### config.mk
export PLATFORM = sky130hd
export DESIGN_NAME = usb_rx_framer
export DESIGN_NICKNAME = d
export VERILOG_FILES = /design/src/rtl/usb_rx_pkg.sv /design/src/rtl/usb_line_decode.sv /design/src/rtl/usb_bit_timer.sv /design/src/rtl/usb_rx_framer.sv
export SDC_FILE = /design/constraint.sdc
export NUM_CORES = 1
export LEC_CHECK = 0
export BUFFER_PORTS_ARGS = -buffer_cell sky130_fd_sc_hd__buf_2
export CAP_MARGIN = 5
export CORE_MARGIN = 2
export CORE_UTILIZATION = 49
export CTS_CLUSTER_DIAMETER = 40
export DETAILED_ROUTE_END_ITERATION = 8
export GPL_TIMING_DRIVEN = 0
export PLACE_DENSITY = 0.7
export SLEW_MARGIN = 10
export SYNTH_ARGS = -nofsm -noshare
export SYNTH_HDL_FRONTEND = slang
export SYNTH_SLANG_ARGS = --single-unit
export TNS_END_PERCENT = 1
### constraint.sdc
create_clock -name clk_i -period 2.4 [get_ports clk_i]
set_clock_uncertainty 0.2 [all_clocks]
set_input_delay 0.36 -clock clk_i [delete_from_list [all_inputs] [get_ports clk_i]]
set_output_delay 0.36 -clock clk_i [all_outputs]
set_load 0.005 [all_outputs]
### src/rtl/usb_rx_pkg.sv
package usb_rx_pkg;

    typedef enum logic [1:0] {
        LS_SE0 = 2'b00,
        LS_J   = 2'b01,
        LS_K   = 2'b10,
        LS_SE1 = 2'b11
    } line_sym_e;

    typedef enum logic [1:0] {
        ST_IDLE = 2'b00,
        ST_BIT  = 2'b01,
        ST_EOP  = 2'b10
    } frm_state_e;

    typedef struct packed {
        frm_state_e state;
        line_sym_e  last_sym;
        line_sym_e  sym;
        logic       sop;
        logic       eop;
        logic       active;
        logic       sym_vld;
        logic       se1_err;
    } frm_regs_t;

    localparam frm_regs_t FRM_RST = '{
        state:    ST_IDLE,
        last_sym: LS_J,
        sym:      LS_J,
        sop:      1'b0,
        eop:      1'b0,
        active:   1'b0,
        sym_vld:  1'b0,
        se1_err:  1'b0
    };

endpackage

### src/rtl/usb_line_decode.sv
module usb_line_decode
    import usb_rx_pkg::*;
(
    input  logic      low_speed_i,
    input  logic      dp_i,
    input  logic      dm_i,
    output line_sym_e sym_o
);

    // J/K polarity flips between the two speed modes; SE0/SE1 do not
    always_comb begin
        unique case ({dp_i, dm_i})
            2'b00:   sym_o = LS_SE0;
            2'b11:   sym_o = LS_SE1;
            2'b10:   sym_o = low_speed_i ? LS_K : LS_J;
            default: sym_o = low_speed_i ? LS_J : LS_K;
        endcase
    end

endmodule

### src/rtl/usb_bit_timer.sv
module usb_bit_timer #(
    parameter int unsigned CLKS_FS_BIT = 4,
    parameter int unsigned CLKS_LS_BIT = 32
) (
    input  logic clk_i,
    input  logic rst_ni,
    input  logic low_speed_i,
    input  logic start_i,
    input  logic run_i,
    output logic tick_o
);

    localparam int unsigned MAX_BIT = (CLKS_LS_BIT > CLKS_FS_BIT) ? CLKS_LS_BIT : CLKS_FS_BIT;
    localparam int unsigned CNT_W   = $clog2(MAX_BIT + 1);

    localparam logic [CNT_W-1:0] FS_HALF_M1 = CNT_W'(CLKS_FS_BIT / 2 - 1);
    localparam logic [CNT_W-1:0] LS_HALF_M1 = CNT_W'(CLKS_LS_BIT / 2 - 1);
    localparam logic [CNT_W-1:0] FS_FULL_M1 = CNT_W'(CLKS_FS_BIT - 1);
    localparam logic [CNT_W-1:0] LS_FULL_M1 = CNT_W'(CLKS_LS_BIT - 1);

    logic [CNT_W-1:0] cnt_d, cnt_q;
    logic [CNT_W-1:0] half_m1, full_m1;

    assign half_m1 = low_speed_i ? LS_HALF_M1 : FS_HALF_M1;
    assign full_m1 = low_speed_i ? LS_FULL_M1 : FS_FULL_M1;

    // Countdown to the next bit centre; every target is a fixed offset
    // from the start edge, so no transition ever moves it
    always_comb begin
        cnt_d  = cnt_q;
        tick_o = run_i && (cnt_q == '0);
        if (start_i) begin
            cnt_d = half_m1;
        end else if (run_i) begin
            cnt_d = (cnt_q == '0) ? full_m1 : cnt_q - 1'b1;
        end
    end

    always_ff @(posedge clk_i or negedge rst_ni) begin
        if (!rst_ni) begin
            cnt_q <= '0;
        end else begin
            cnt_q <= cnt_d;
        end
    end

endmodule

### src/rtl/usb_rx_framer.sv
module usb_rx_framer
    import usb_rx_pkg::*;
#(
    parameter int unsigned CLKS_FS_BIT = 4,
    parameter int unsigned CLKS_LS_BIT = 32
) (
    input  logic       clk_i,
    input  logic       rst_ni,
    input  logic       low_speed_i,
    input  logic       dp_i,
    input  logic       dm_i,
    output logic       sop_o,
    output logic       eop_o,
    output logic       active_o,
    output logic       sym_valid_o,
    output logic [1:0] sym_o,
    output logic       se1_err_o
);

    line_sym_e cur_sym;
    logic      tmr_start;
    logic      tmr_run;
    logic      tick;
    frm_regs_t r_d, r_q;

    usb_line_decode u_decode (
        .low_speed_i (low_speed_i),
        .dp_i        (dp_i),
        .dm_i        (dm_i),
        .sym_o       (cur_sym)
    );

    assign tmr_run = (r_q.state != ST_IDLE);

    usb_bit_timer #(
        .CLKS_FS_BIT (CLKS_FS_BIT),
        .CLKS_LS_BIT (CLKS_LS_BIT)
    ) u_timer (
        .clk_i       (clk_i),
        .rst_ni      (rst_ni),
        .low_speed_i (low_speed_i),
        .start_i     (tmr_start),
        .run_i       (tmr_run),
        .tick_o      (tick)
    );

    always_comb begin
        r_d         = r_q;
        r_d.sop     = 1'b0;
        r_d.eop     = 1'b0;
        r_d.sym_vld = 1'b0;
        tmr_start   = 1'b0;

        unique case (r_q.state)
            ST_IDLE: begin
                if (cur_sym == LS_K) begin
                    r_d.state = ST_BIT;
                    r_d.sop   = 1'b1;
                    tmr_start = 1'b1;
                end
            end
            ST_BIT: begin
                if (tick) begin
                    r_d.last_sym = cur_sym;
                    unique case (cur_sym)
                        LS_J, LS_K: begin
                            r_d.sym_vld = 1'b1;
                            r_d.sym     = cur_sym;
                        end
                        LS_SE0:  r_d.state   = ST_EOP;
                        default: r_d.se1_err = 1'b1;
                    endcase
                end
            end
            ST_EOP: begin
                if (tick) begin
                    r_d.last_sym = cur_sym;
                    if (cur_sym == LS_SE1) begin
                        r_d.se1_err = 1'b1;
                    end
                    if (cur_sym == LS_J && r_q.last_sym == LS_SE0) begin
                        r_d.eop      = 1'b1;
                        r_d.state    = ST_IDLE;
                        r_d.last_sym = LS_J;
                    end
                end
            end
            default: r_d.state = ST_IDLE;
        endcase

        r_d.active = (r_d.state != ST_IDLE) || r_d.eop;
    end

    always_ff @(posedge clk_i or negedge rst_ni) begin
        if (!rst_ni) begin
            r_q <= FRM_RST;
        end else begin
            r_q <= r_d;
        end
    end

    assign sop_o       = r_q.sop;
    assign eop_o       = r_q.eop;
    assign active_o    = r_q.active;
    assign sym_valid_o = r_q.sym_vld;
    assign sym_o       = r_q.sym;
    assign se1_err_o   = r_q.se1_err;

endmodule

-- After elaboration in Yosys (flattened, before gate mapping)
Cells that the tools add are included.
Widths: inputs -> output; s select.
- add/sub/neg operators: 1
- eq/ne operators: 11
- muxes and demuxes: 28
- reductions and logical operators: 17
- operators by type and width (kind ; number):
    $mux 6 ; 4
    $mux 2 ; 6
    $mux 4 ; 3
    $pmux 2 s3 ; 2
    $eq 2x2->1 const B ; 5
    $mux 1 ; 10
    $logic_not 2->1 ; 4
    $ne 2x2->1 const B ; 4
    $reduce_bool 2->1 ; 4
    $logic_not 6->1 ; 1
    $reduce_and 3->1 ; 2
    $sub 6x1->6 const B ; 1
    $mux 5 ; 1
    $reduce_and 5->1 ; 1
    $eq 2x1->1 const B ; 2
    $pmux 2 s2 ; 1
    $reduce_or 3->1 ; 1
    $logic_and 1x1->1 ; 2
    $pmux 1 s2 ; 1
    $reduce_or 2->1 ; 1
    $logic_or 1x1->1 ; 1
- register bits: 17
- input bits: 5
- output and inout bits: 7
- word-level logic and storage cells: 66

-- Longest topological paths before layout
Gate-level depths: netlist of the first run.
- depth after elaboration: 9
- mapped depth: 7
- mapped depth without buffers: 7

-- Cells and area by module
From an unflattened synthesis of the first run, not the netlist that was laid out.
- cell total of the unflattened synthesis: 99
- area total of the unflattened synthesis: 1018.5 µm²
- by module, submodules not included (module ; instances ; cells each ; area each (µm²) ; seq. area each (µm²)):
    usb_rx_framer ; 1 ; 46 ; 544.3 ; 277.8
    usb_bit_timer ; 1 ; 51 ; 451.7 ; 150.1
    usb_line_decode ; 1 ; 2 ; 22.5 ; 0.0

-- Least setup slack after synthesis of the first run
OpenSTA, ideal clock, no wires.
- path type: register to register
- from: reg u_timer.cnt_q[0]
- to: reg r_q (netlist bit sym_o[1])
- setup time: 128 ps
- arrival: 1928 ps
- required time: 2072 ps
- setup slack: 144 ps
- cell stages (with the launch flop): 8
- path buffers: 1
- period minus slack after synthesis: 2256 ps
- cells stage by stage: dfrtp_1 > inv_1 > ha_1 > or4b_4 > or2_1 > buf_2 > nor3_4 > mux2_1
- cells in the longest elaborated chain, start to end: 3
- ends and longest elaborated chain (item ; RTL line ; RTL):
    start: declaration ; usb_bit_timer.sv:21 ; logic [CNT_W-1:0] cnt_d, cnt_q;
    start signal: assignment ; usb_bit_timer.sv:43 ; cnt_q <= cnt_d;
    $logic_not 6->1 ; usb_bit_timer.sv:31 ; tick_o = run_i && (cnt_q == '0);
    $logic_and 1x1->1 ; usb_bit_timer.sv:31 ;
    $reduce_and 3->1 (no line) ; n/a ;
    end signal: assignment ; usb_rx_framer.sv:98 ; r_q <= r_d;
    end: declaration ; usb_rx_framer.sv:24 ; frm_regs_t r_d, r_q;
No other way between the ends.
A chain may end at the register's enable or synchronous reset.

-- Final worst setup path of the first run
- from: reg u_timer.cnt_q[1]
- to: reg r_q (netlist bit sym_o[1])
Same word-level chain as after synthesis.

==> results.md, run 1 <==
* Number of synthesized register bits at 17
* Sw power at 0.000327 W
* Post-synth EDFFs at 0
* Comb power frac at 36.4%
* GRT Total Usage at 18.5%
* Hold Fails Final Rpt at 0
* Internal Power at 0.000652 W
* Max_slew headroom at 74.4%
* Synth cell types at 32
* Gr ovfl total at 0
* Via density at 5.37
* Outcome: completed
* Dominant cell type by area after synthesis: dfrtp_1
* Post-synth top area share at 41.7%
* P per Cell Area at 950 mW/mm^2
* WL final at 1640 microns
* Net Sw Frac at 33.4%
* Initial antenna violation count at 0
* Nets at 111
* CTS clk-pin slew, worst paths at 0.09 ns
* Tmin final at 2.27 ns
* Syn. warnings at 0
* N_diodes at 0
* Sequential-to-total area share from yosys stat at 47.6%
* Max Cap Viol at 0
* R2R depth at 6
* Initial DRT Pass Iterations at 4
* Mean Syn Cell Area at 10.8 sq um
* Leakage power at 0.500 nW
* Die ar. at 0.00219 sq mm
* Area of the mapped netlist at 900 sq um
* Wire per inst at 13.2 microns
* Area growth syn-to-layout at 14.6%
* First-pass GRT wire length at 2730 microns
* Nature of the critical path startpoint: register
* Highest cell delay on the worst timing path at 0.47 ns
* Fmax at 441 MHz
* Area contributors post-synth: dfrtp_1 (42%), ha_1 (8.3%), dfstp_2 (5.8%), mux2_1 (5.0%), mux2_2 (3.8%)
* Mapped Cells at 83
* Initial Util at 52.1%
* Vias at 666
* RSZ-0062 raised after global routing: no
* Setup TNS at 0 ns
* GR Util met3 at 4.62%
* Cell Rows at 15
* Clock power share at 15.8%
* Worst-Margin Slew at 0.384 ns
* Sink Count at 17
* DRC viols at 0
* Buffers on Ports at 11
* Pwr Total at 0.000979 W
* Period utilization at 94.4%
* CP endpoint kind: register
* Hold path cells at 3
* Final ANT Viol Nets at 0
* Highest ir drop seen on vdd at 0.506 mV
* Share of cells above drive strength 1 at 29.3%
* Slew Limit Fails at 0
* Met1 Usage GRT at 24.3%
* Total CTS buffers at 3
* Sequential power share at 47.9%
* Pin count of the biggest net entering global routing at 18
* GP Congestion at 0.781
* Primary FF master, synth: dfrtp_1
* Synthesized net count at 94
* Worst-path cell chain: inv_1, ha_1, or4b_4, or2_4, nor3_4, mux2_4
* Core area at 0.00173 sq mm
* Width of the die at 46.8 microns
* Vias in the first global route at 615
* GR Util met2 at 26.3%
* Post-synth ARST share at 100%
* Worst EP required at 2.39 ns
* Clock Tree Buf Depth at 2
* Most Crowded Layer GR: met2
* DRT iter0 DRCs at 18
* Die Span Y at 46.8 microns
* CP Class: register to register
* Critical path peak fanout at 6
* Post-DP HPWL at 1160 microns
* Finish-stage setup viols at 0
* Max stage delay cell, worst path: or4b_4
* CTS tree: built
* Root Driver: clkbuf_4
* Hold WC Path Type: primary input to register
* Arrival @ worst endpoint at 2.25 ns
* Clk_lat worst skew at 0.29 ns
* # IOs at 12
* # H-tree levels at 1
## cells in the final DEF, fill, tap and decap left out, drive strengths merged
| master | count |
|---|---|
| dfrtp | 15 |
| buf | 14 |
| nor2 | 7 |
| mux2 | 7 |
| ha | 6 |
| inv | 6 |
| a21oi | 6 |
| clkbuf | 5 |
| nand2 | 4 |
| nor3 | 4 |
| a311oi | 3 |
| nand3 | 3 |
| nand2b | 2 |
| dfstp | 2 |
| or2 | 2 |
| or4b | 1 |
| o22ai | 1 |
| or3 | 1 |
| a21boi | 1 |
| o31a | 1 |
| o221a | 1 |
| nand3b | 1 |
| a21o | 1 |
| o31ai | 1 |
| o211a | 1 |
| a31oi | 1 |
| nor2b | 1 |
| dlygate4sd3 | 1 |
## state kept, by name, summed over array words and instances, names as in the netlist
name / cells
u_timer.cnt_q: 6
r_q: 4
sym_o: 2
active_o: 1
eop_o: 1
se1_err_o: 1
sop_o: 1
sym_valid_o: 1
## power by group through the flow
stage	Sequential (W)	Clock, W	Combinational (W)
6_report	0.000468	0.000154	0.000356
3_5_place_dp	0.000472	0	0.000335
5_1_grt	0.000480	0.000173	0.000408
4_1_cts	0.000467	0.000159	0.000338
2_1_floorplan	0.000456	0	0.000257
3_3_place_gp	0.000468	0	0.000325
## what timing repair did
action                                 CTS  global route
setup endpoints to repair                0             4
hold buffers                             1             0
endpoints found under the hold margin   15             0
buffers inserted                         0             1
resized for setup                        0             3
## worst max-delay path: cells and delay by family (launching register included)
kind / cells / cell delay (ns)
fa+ha+maj: 1 / 0.16
flops: 1 / 0.39
simple gates: 3 / 1.00
mux: 1 / 0.32
buf+inv: 1 / 0.09
## final cells by class
cell class	instances	area, sq um
flip-flops and latches	17	428
well taps	25	31.3
multi-input cells	56	432
inverters	6	22.5
repair buffers	13	72.6
clock buffers	4	26.3
fillers	147	696
plain buffers	3	18.8
## worst paths after layout
path / start / to / slack (ns)
setup / recovery: u_timer.cnt_q[1] / sym_o[1] / 0.13
max in group asynchronous: rst_ni / r_q[7] / 1.38
setup reg to reg: u_timer.cnt_q[1] / sym_o[1] / 0.13
hold / removal: low_speed_i / u_timer.cnt_q[2] / 0.21
min in group asynchronous: rst_ni / eop_o / 0.31
hold reg to reg: se1_err_o / se1_err_o / 0.27
## through the flow
step                      area [sq um]  setup slack, ns  hold slack (ns)  cells  util (%)
after floorplan                    900            0.144           -0.136     83         -
after global placement             986           0.0599           0.0997    119      57.1
after detailed placement           986           0.0434            0.103    119      57.1
after CTS                         1020           0.0277            0.200    124      59.2
after global routing              1030           0.0442            0.213    124      59.7
final                             1030            0.133            0.211    124      59.7
## layer usage
metal	up-vias	routed length, microns
met4	0	38
li1	324	-
met1	317	791
met5	-	0
met2	21	716
met3	4	90
## cells by family (layout without fill, tap and decap cells)
logic type,after synthesis,after routing,synth area share [%]
AND/OR/NAND/NOR,26,26,16.3
multiplexers,7,7,8.76
adder cells (fa/ha/maj),6,6,8.34
buffers and inverters,10,26,5.14
flip-flops,17,17,47.6
AO/OA/AOI/OAI,17,17,13.9
## Yosys cell counts, types with 2 or more instances
master / instances
dfrtp_1: 15
nor2_1: 7
ha_1: 6
inv_1: 6
a21oi_1: 5
mux2_1: 4
nand2_1: 4
a311oi_1: 3
mux2_2: 3
nand3_1: 3
nor3_1: 3
buf_4: 2
dfstp_2: 2
nand2b_1: 2
Power figures use the tool's default switching activity.
==> run 2, diff against run 1 <==
Settings changed: CORE_UTILIZATION 49 to 54, PLACE_DENSITY 0.7 to 0.73.
Clock period 2.4 ns to 2.6 ns, I/O delays scaled along.
==> run 2 against run 1 <==
Net effect:
- first-iteration DRC count up 5.6%
- combinational power down 12%
- die area down 8.5%
- count of clock-buffer cells in the layout unchanged
- non-clock buffer count unchanged
- critical path type unchanged
- largest power group unchanged
- highest routed layer unchanged
==> results.md, run 2 (synthesis results as in run 1) <==
* Outcome: completed
* CP endpoint kind: register
* Cell Rows at 14 (-1)
* Sw power at 0.000301 W (-8.0%)
* Slew Limit Fails at 0 (unchanged)
* Core area at 0.00154 sq mm (-11%)
* Gr ovfl total at 0 (unchanged)
* Max Cap Viol at 0 (unchanged)
* Reg2Reg Capture Point: sym_o[1]
* Finish-stage setup viols at 0 (unchanged)
* Most frequent cells in the layout: dfrtp_1 (15), buf_2 (12), nor2_1 (7), inv_1 (6), ha_1 (6)
* Post-DP HPWL at 1280 microns (+10%)
* DRT iter0 DRCs at 19 (+1)
* Hold Fails Final Rpt at 0 (unchanged)
* Nature of the critical path startpoint: register
* Slack of the critical path at 0.177 ns (+0.0434 ns)
* Total CTS buffers at 3 (unchanged)
* CTS tree: built
* Critical path peak fanout at 6 (unchanged)
* Highest ir drop seen on vdd at 0.459 mV (-9.4%)
* Root Driver: clkbuf_4
* Nets at 111 (unchanged)
* Layout fillers at 136 (-7.5%)
* Hold path cells at 1 (-2)
* Period utilization at 93.2% (-1.2 points)
* Max_slew headroom at 75.5% (+1.1 points)
* Worst-path cell chain: inv_1, ha_1, or4b_4, or2_1, buf_2, nor3_4, mux2_1
* Worst r2r src: u_timer.cnt_q[0]
* Wire per inst at 14.9 microns (+13%)
* Via density at 5.78 (+7.7%)
* Internal Power at 0.000586 W (-10%)
* Width of the die at 44.8 microns (-4.3%)
* Clock power share at 15.2% (-0.6 points)
* Max reg flops at 6 (unchanged)
* Vias in the first global route at 671 (+9.1%)
* Sequential power share at 49.3% (+1.4 points)
* Net Sw Frac at 34.0% (+0.53 points)
* P per Cell Area at 877 mW/mm^2 (-7.6%)
* Comb power frac at 35.5% (-0.9 points)
* Hold WC Path Type: register to register
* Clk_lat worst skew at 0.28 ns (about the same)
* # H-tree levels at 1 (unchanged)
* Share of cells above drive strength 1 at 26.3% (-3.0 points)
* Buffers on Ports at 11 (unchanged)
* Sink Count at 17 (unchanged)
* R2R depth at 7 (+1)
* Placed Instances at 110 (-7.6%)
* Fmax at 413 MHz (-6.5%)
* GRT Total Usage at 21.4% (+2.8 points)
* Initial DRT Pass Iterations at 4 (unchanged)
* Setup TNS at 0 ns (unchanged)
* Highest cell delay on the worst timing path at 0.47 ns (about the same)
* R2R Setup Slk at 0.18 ns (+0.04 ns)
* Arrival @ worst endpoint at 2.39 ns (+0.14 ns)
* Cell Count, Final, Fillers Out at 115 (-7.3%)
* Worst EP required at 2.56 ns (+0.17 ns)
* Max stage delay cell, worst path: or4b_4
* Vias at 665 (-0.15%)
* Tmin final at 2.42 ns (+0.157 ns)
* Hold Crit Start: se1_err_o
* Die ar. at 0.00201 sq mm (-8.5%)
* Clock Tree Buf Depth at 2 (unchanged)
* Area growth syn-to-layout at 12.4%
* RSZ-0062 raised after global routing: no
* N_diodes at 0 (unchanged)
* Most common cell after layout, fill and taps aside: dfrtp_1
* First-pass GRT wire length at 2950 microns (+7.8%)
* WL final at 1710 microns (+4.5%)
* GP Congestion at 0.767 (-1.8%)
* CTS clk-pin slew, worst paths at 0.10 ns (about the same)
* WHS Endpoint: se1_err_o
* Final ANT Viol Nets at 0 (unchanged)
* Leakage power at 0.495 nW (-0.99%)
* CP Class: register to register
* Initial antenna violation count at 0 (unchanged)
* Die Span Y at 44.8 microns (-4.3%)
* Initial Util at 58.4% (+6.3 points)
* Cell family with the largest share of critical-path delay: simple AND/OR/NAND/NOR gates
* Post-Place Setup Slack at 0.199 ns (+0.156 ns)
* Pin count of the biggest net entering global routing at 18 (unchanged)
* Crit path buf inv count at 2 (+1)
* DRC viols at 0 (unchanged)
* # IOs at 12 (unchanged)
* Register name with the most flops: u_timer.cnt_q
* Worst-Margin Slew at 0.365 ns (-0.0187 ns)
[run 2: cell counts in the layout (fill, tap and decap cells not counted)]
No cell type changed its count.
[run 2: worst max path at each step]
stage	startpoint	to	slack [ns]	cells after the start
final	u_timer.cnt_q[0]	sym_o[1]	0.18	7
after global routing	u_timer.cnt_q[0]	r_q[8]	0.08	7
after CTS	u_timer.cnt_q[0]	sym_o[1]	0.18	7
after detailed placement	u_timer.cnt_q[0]	sym_o[1]	0.20	7
after global placement	u_timer.cnt_q[0]	sym_o[1]	0.25	7
after floorplan	u_timer.cnt_q[0]	sym_o[1]	0.34	7
[run 2: power by group through the flow]
stage | Sequential, W | Combinational, W | Clock, W
final | 0.000437 | 0.000315 | 0.000135
after global routing | 0.000449 | 0.000359 | 0.000151
after CTS | 0.000435 | 0.000318 | 0.000140
after detailed placement | 0.000439 | 0.000315 | 0
after global placement | 0.000433 | 0.000297 | 0
after floorplan | 0.000421 | 0.000237 | 0
[run 2: routing by layer]
layer	global-route usage, %	up-vias	wire [microns]
met5	0	-	0
met4	10.6	0	23
met3	3.60	2	75
met2	36.5	19	828
met1	26.0	319	784
li1	-	325	-
[run 2: layout make-up]
class	count	area, sq um	share of cell area [%]
buffer	4	23.8	2.35
clock buffer	4	26.3	2.60
inverter	6	22.5	2.23
multi-input combinational	56	425	42.1
sequential	17	428	42.3
tap	16	20.0	1.98
timing repair buffer	12	65.1	6.44
[run 2: per-stage QoR]
step | hold WS (ns) | util [%] | power [W] | area [sq um]
finish | 0.259 | 65.6 | 0.000887 | 1010
global route | 0.289 | 65.6 | 0.000959 | 1010
CTS | 0.266 | 65.6 | 0.000893 | 1010
detailed placement | 0.127 | 63.2 | 0.000754 | 975
global placement | 0.122 | 63.2 | 0.000730 | 975
floorplan | -0.106 | - | 0.000658 | 900
[run 2: timing repair]
| action | 4_1_cts | 5_1_grt |
|---|---|---|
| hold buffers | 1 | 0 |
| gates resized for setup | 0 | 0 |
| setup buffers | 0 | 0 |
| endpoints found under the hold margin | 15 | 0 |
[run 2: worst reg2reg max path, delay by kind of cell, from the launching register on]
family / cells / cell delay [ns]
AND/OR/NAND/NOR: 3 / 0.91
flip-flops: 1 / 0.43
buffers and inverters: 2 / 0.26
multiplexers: 1 / 0.34
adder cells (fa/ha/maj): 1 / 0.16
==> run 3, diff against run 2 <==
Settings changed: RECOVER_POWER set to 100.
==> run 3 against run 2 <==
Net effect:
- cell count stayed put
- die area stayed put
- non-clock buffer count stayed put
- largest power group unchanged
- highest routed layer unchanged
- cell area is 0.74% lower
- count of clock-buffer cells in the layout stayed put
- clock power hardly changed
- wire length is 0.53% higher
==> results.md, run 3 (synthesis results as in run 1) <==
* Outcome: completed
* Slew Limit Fails at 0 (unchanged)
* Area growth syn-to-layout at 11.5%
* Tmin final at 2.45 ns (+0.0316 ns)
* Slack of the critical path at 0.145 ns (-0.0316 ns)
* WHS at 0.259 ns (+0.0000670 ns)
* R2R Setup Slk at 0.15 ns (-0.03 ns)
* Critical path peak fanout at 6 (unchanged)
* Finish-stage setup viols at 0 (unchanged)
* First-pass GRT wire length at 2950 microns (unchanged)
* Arrival @ worst endpoint at 2.42 ns (+0.03 ns)
* RSZ-0062 raised after global routing: no
* Hold Fails Final Rpt at 0 (unchanged)
* WL final at 1720 microns (+0.53%)
* Max Cap Viol at 0 (unchanged)
* Fmax at 407 MHz (-1.3%)
* CTS clk-pin slew, worst paths at 0.10 ns (about the same)
* R2R depth at 7 (unchanged)
* Width of the die at 44.8 microns (unchanged)
* CP endpoint kind: register
* Vias at 655 (-1.5%)
* Initial DRT Pass Iterations at 4 (unchanged)
* Clock Tree Buf Depth at 2 (unchanged)
* Worst r2r src: u_timer.cnt_q[0]
* Buffers on Ports at 11 (unchanged)
* Core area at 0.00154 sq mm (unchanged)
* Share of cells above drive strength 1 at 19.2% (-7.1 points)
* Wire per inst at 15.0 microns (+0.53%)
* Die Span Y at 44.8 microns (unchanged)
* N_diodes at 0 (unchanged)
* Vias in the first global route at 671 (unchanged)
* Leakage power at 0.483 nW (-2.4%)
* DRT iter0 DRCs at 18 (-1)
* Die ar. at 0.00201 sq mm (unchanged)
* Nets at 111 (unchanged)
* Period utilization at 94.4% (+1.2 points)
* Max_slew headroom at 41.8% (-34 points)
* Cell Rows at 14 (unchanged)
* GP Congestion at 0.767 (unchanged)
* GRT Total Usage at 21.4% (unchanged)
* Post-Place Setup Slack at 0.199 ns (unchanged)
* Pwr Total at 0.000879 W (-0.86%)
* DRC viols at 0 (unchanged)
* Postcts setup bufs at 0 (unchanged)
* Reg2Reg Capture Point: sym_o[1]
* Gr ovfl total at 0 (unchanged)
* Total CTS buffers at 3 (unchanged)
* Worst-Margin Slew at 0.873 ns (+0.508 ns)
* # H-tree levels at 1 (unchanged)
* Fin util at 65.1% (-0.49 points)
* # IOs at 12 (unchanged)
* Hold WC Path Type: register to register
* Pin count of the biggest net entering global routing at 18 (unchanged)
* WHS Endpoint: se1_err_o
* Most frequent cells in the layout: dfrtp_1 (15), buf_2 (9), nor2_1 (7)
* Hold path cells at 1 (unchanged)
* CP Class: register to register
* CTS tree: built
* Most common cell after layout, fill and taps aside: dfrtp_1
* Initial Util at 58.4% (unchanged)
* Highest ir drop seen on vdd at 0.456 mV (-0.55%)
* Via density at 5.70 (-1.5%)
* Max reg flops at 6 (unchanged)
* Sink Count at 17 (unchanged)
* Register name with the most flops: u_timer.cnt_q
* P per Cell Area at 876 mW/mm^2 (-0.11%)
* Hold Crit Start: se1_err_o
* Setup TNS at 0 ns (unchanged)
* Root Driver: clkbuf_4
* Post-DP HPWL at 1280 microns (unchanged)
* Clk_lat worst skew at 0.28 ns (about the same)
* Initial antenna violation count at 0 (unchanged)
* Final ANT Viol Nets at 0 (unchanged)
* Worst EP required at 2.56 ns (about the same)
* Nature of the critical path startpoint: register
## run 3: cell count changes in the layout (fill, tap and decap cells not counted)
cell      change
mux2_1        +2
buf_4         -1
clkbuf_1      +3
clkbuf_4      +1
mux2_2        -2
or4b_1        +1
dfstp_2       -1
buf_2         -3
dfstp_1       +1
or4b_4        -1
## run 3: per-layer routing
metal / vias up / global-route usage, % / part of all wire (%)
met2: 14 / 36.5 / 49
met5: - / 0 / 0
li1: 325 / - / -
met1: 314 / 26.0 / 47
met3: 2 / 3.60 / 3.0
met4: 0 / 10.6 / 1.3
## run 3: layout make-up
type	instances	area [sq um]
buffer	4	23.8
clock buffer	4	26.3
fill	135	538
inverter	6	22.5
multi-input combinational	56	422
sequential	17	428
tap	16	20.0
timing repair buffer	12	61.3
## run 3: worst max path at each step
stage / start / endpoint / slack (ns) / depth (start not counted)
CTS: u_timer.cnt_q[0] / sym_o[1] / 0.18 / 7
global route: u_timer.cnt_q[0] / r_q[8] / 0.05 / 7
global placement: u_timer.cnt_q[0] / sym_o[1] / 0.25 / 7
detailed placement: u_timer.cnt_q[0] / sym_o[1] / 0.20 / 7
finish: u_timer.cnt_q[0] / sym_o[1] / 0.15 / 7
floorplan: u_timer.cnt_q[0] / sym_o[1] / 0.34 / 7
## run 3: worst max-delay path, cell delays in order, from the launching register on
cell and delay [ns]:
dfrtp_1 0.43, inv_1 0.09, ha_1 0.16, or4b_1 0.49, or2_1 0.23, buf_2 0.17, nor3_4 0.22, mux2_1 0.34
## run 3: repair_timing
action,in CTS,in global routing
gates resized for setup,0,0
hold buffers,1,0
endpoints found under the hold margin,15,0
## run 3: per-stage QoR
step / std cells / area, sq um
6_report: 115 / 1000
4_1_cts: 115 / 1010
3_3_place_gp: 110 / 975
5_1_grt: 115 / 1000
2_1_floorplan: 83 / 900
3_5_place_dp: 110 / 975
## run 3: power breakdown
part	leakage, nW	switching [W]	internal, W
registers	0.203	0.0000731	0.000360
logic	0.265	0.000151	0.000160
clock network	0.0150	0.0000761	0.0000594
total	0.483	0.000300	0.000579
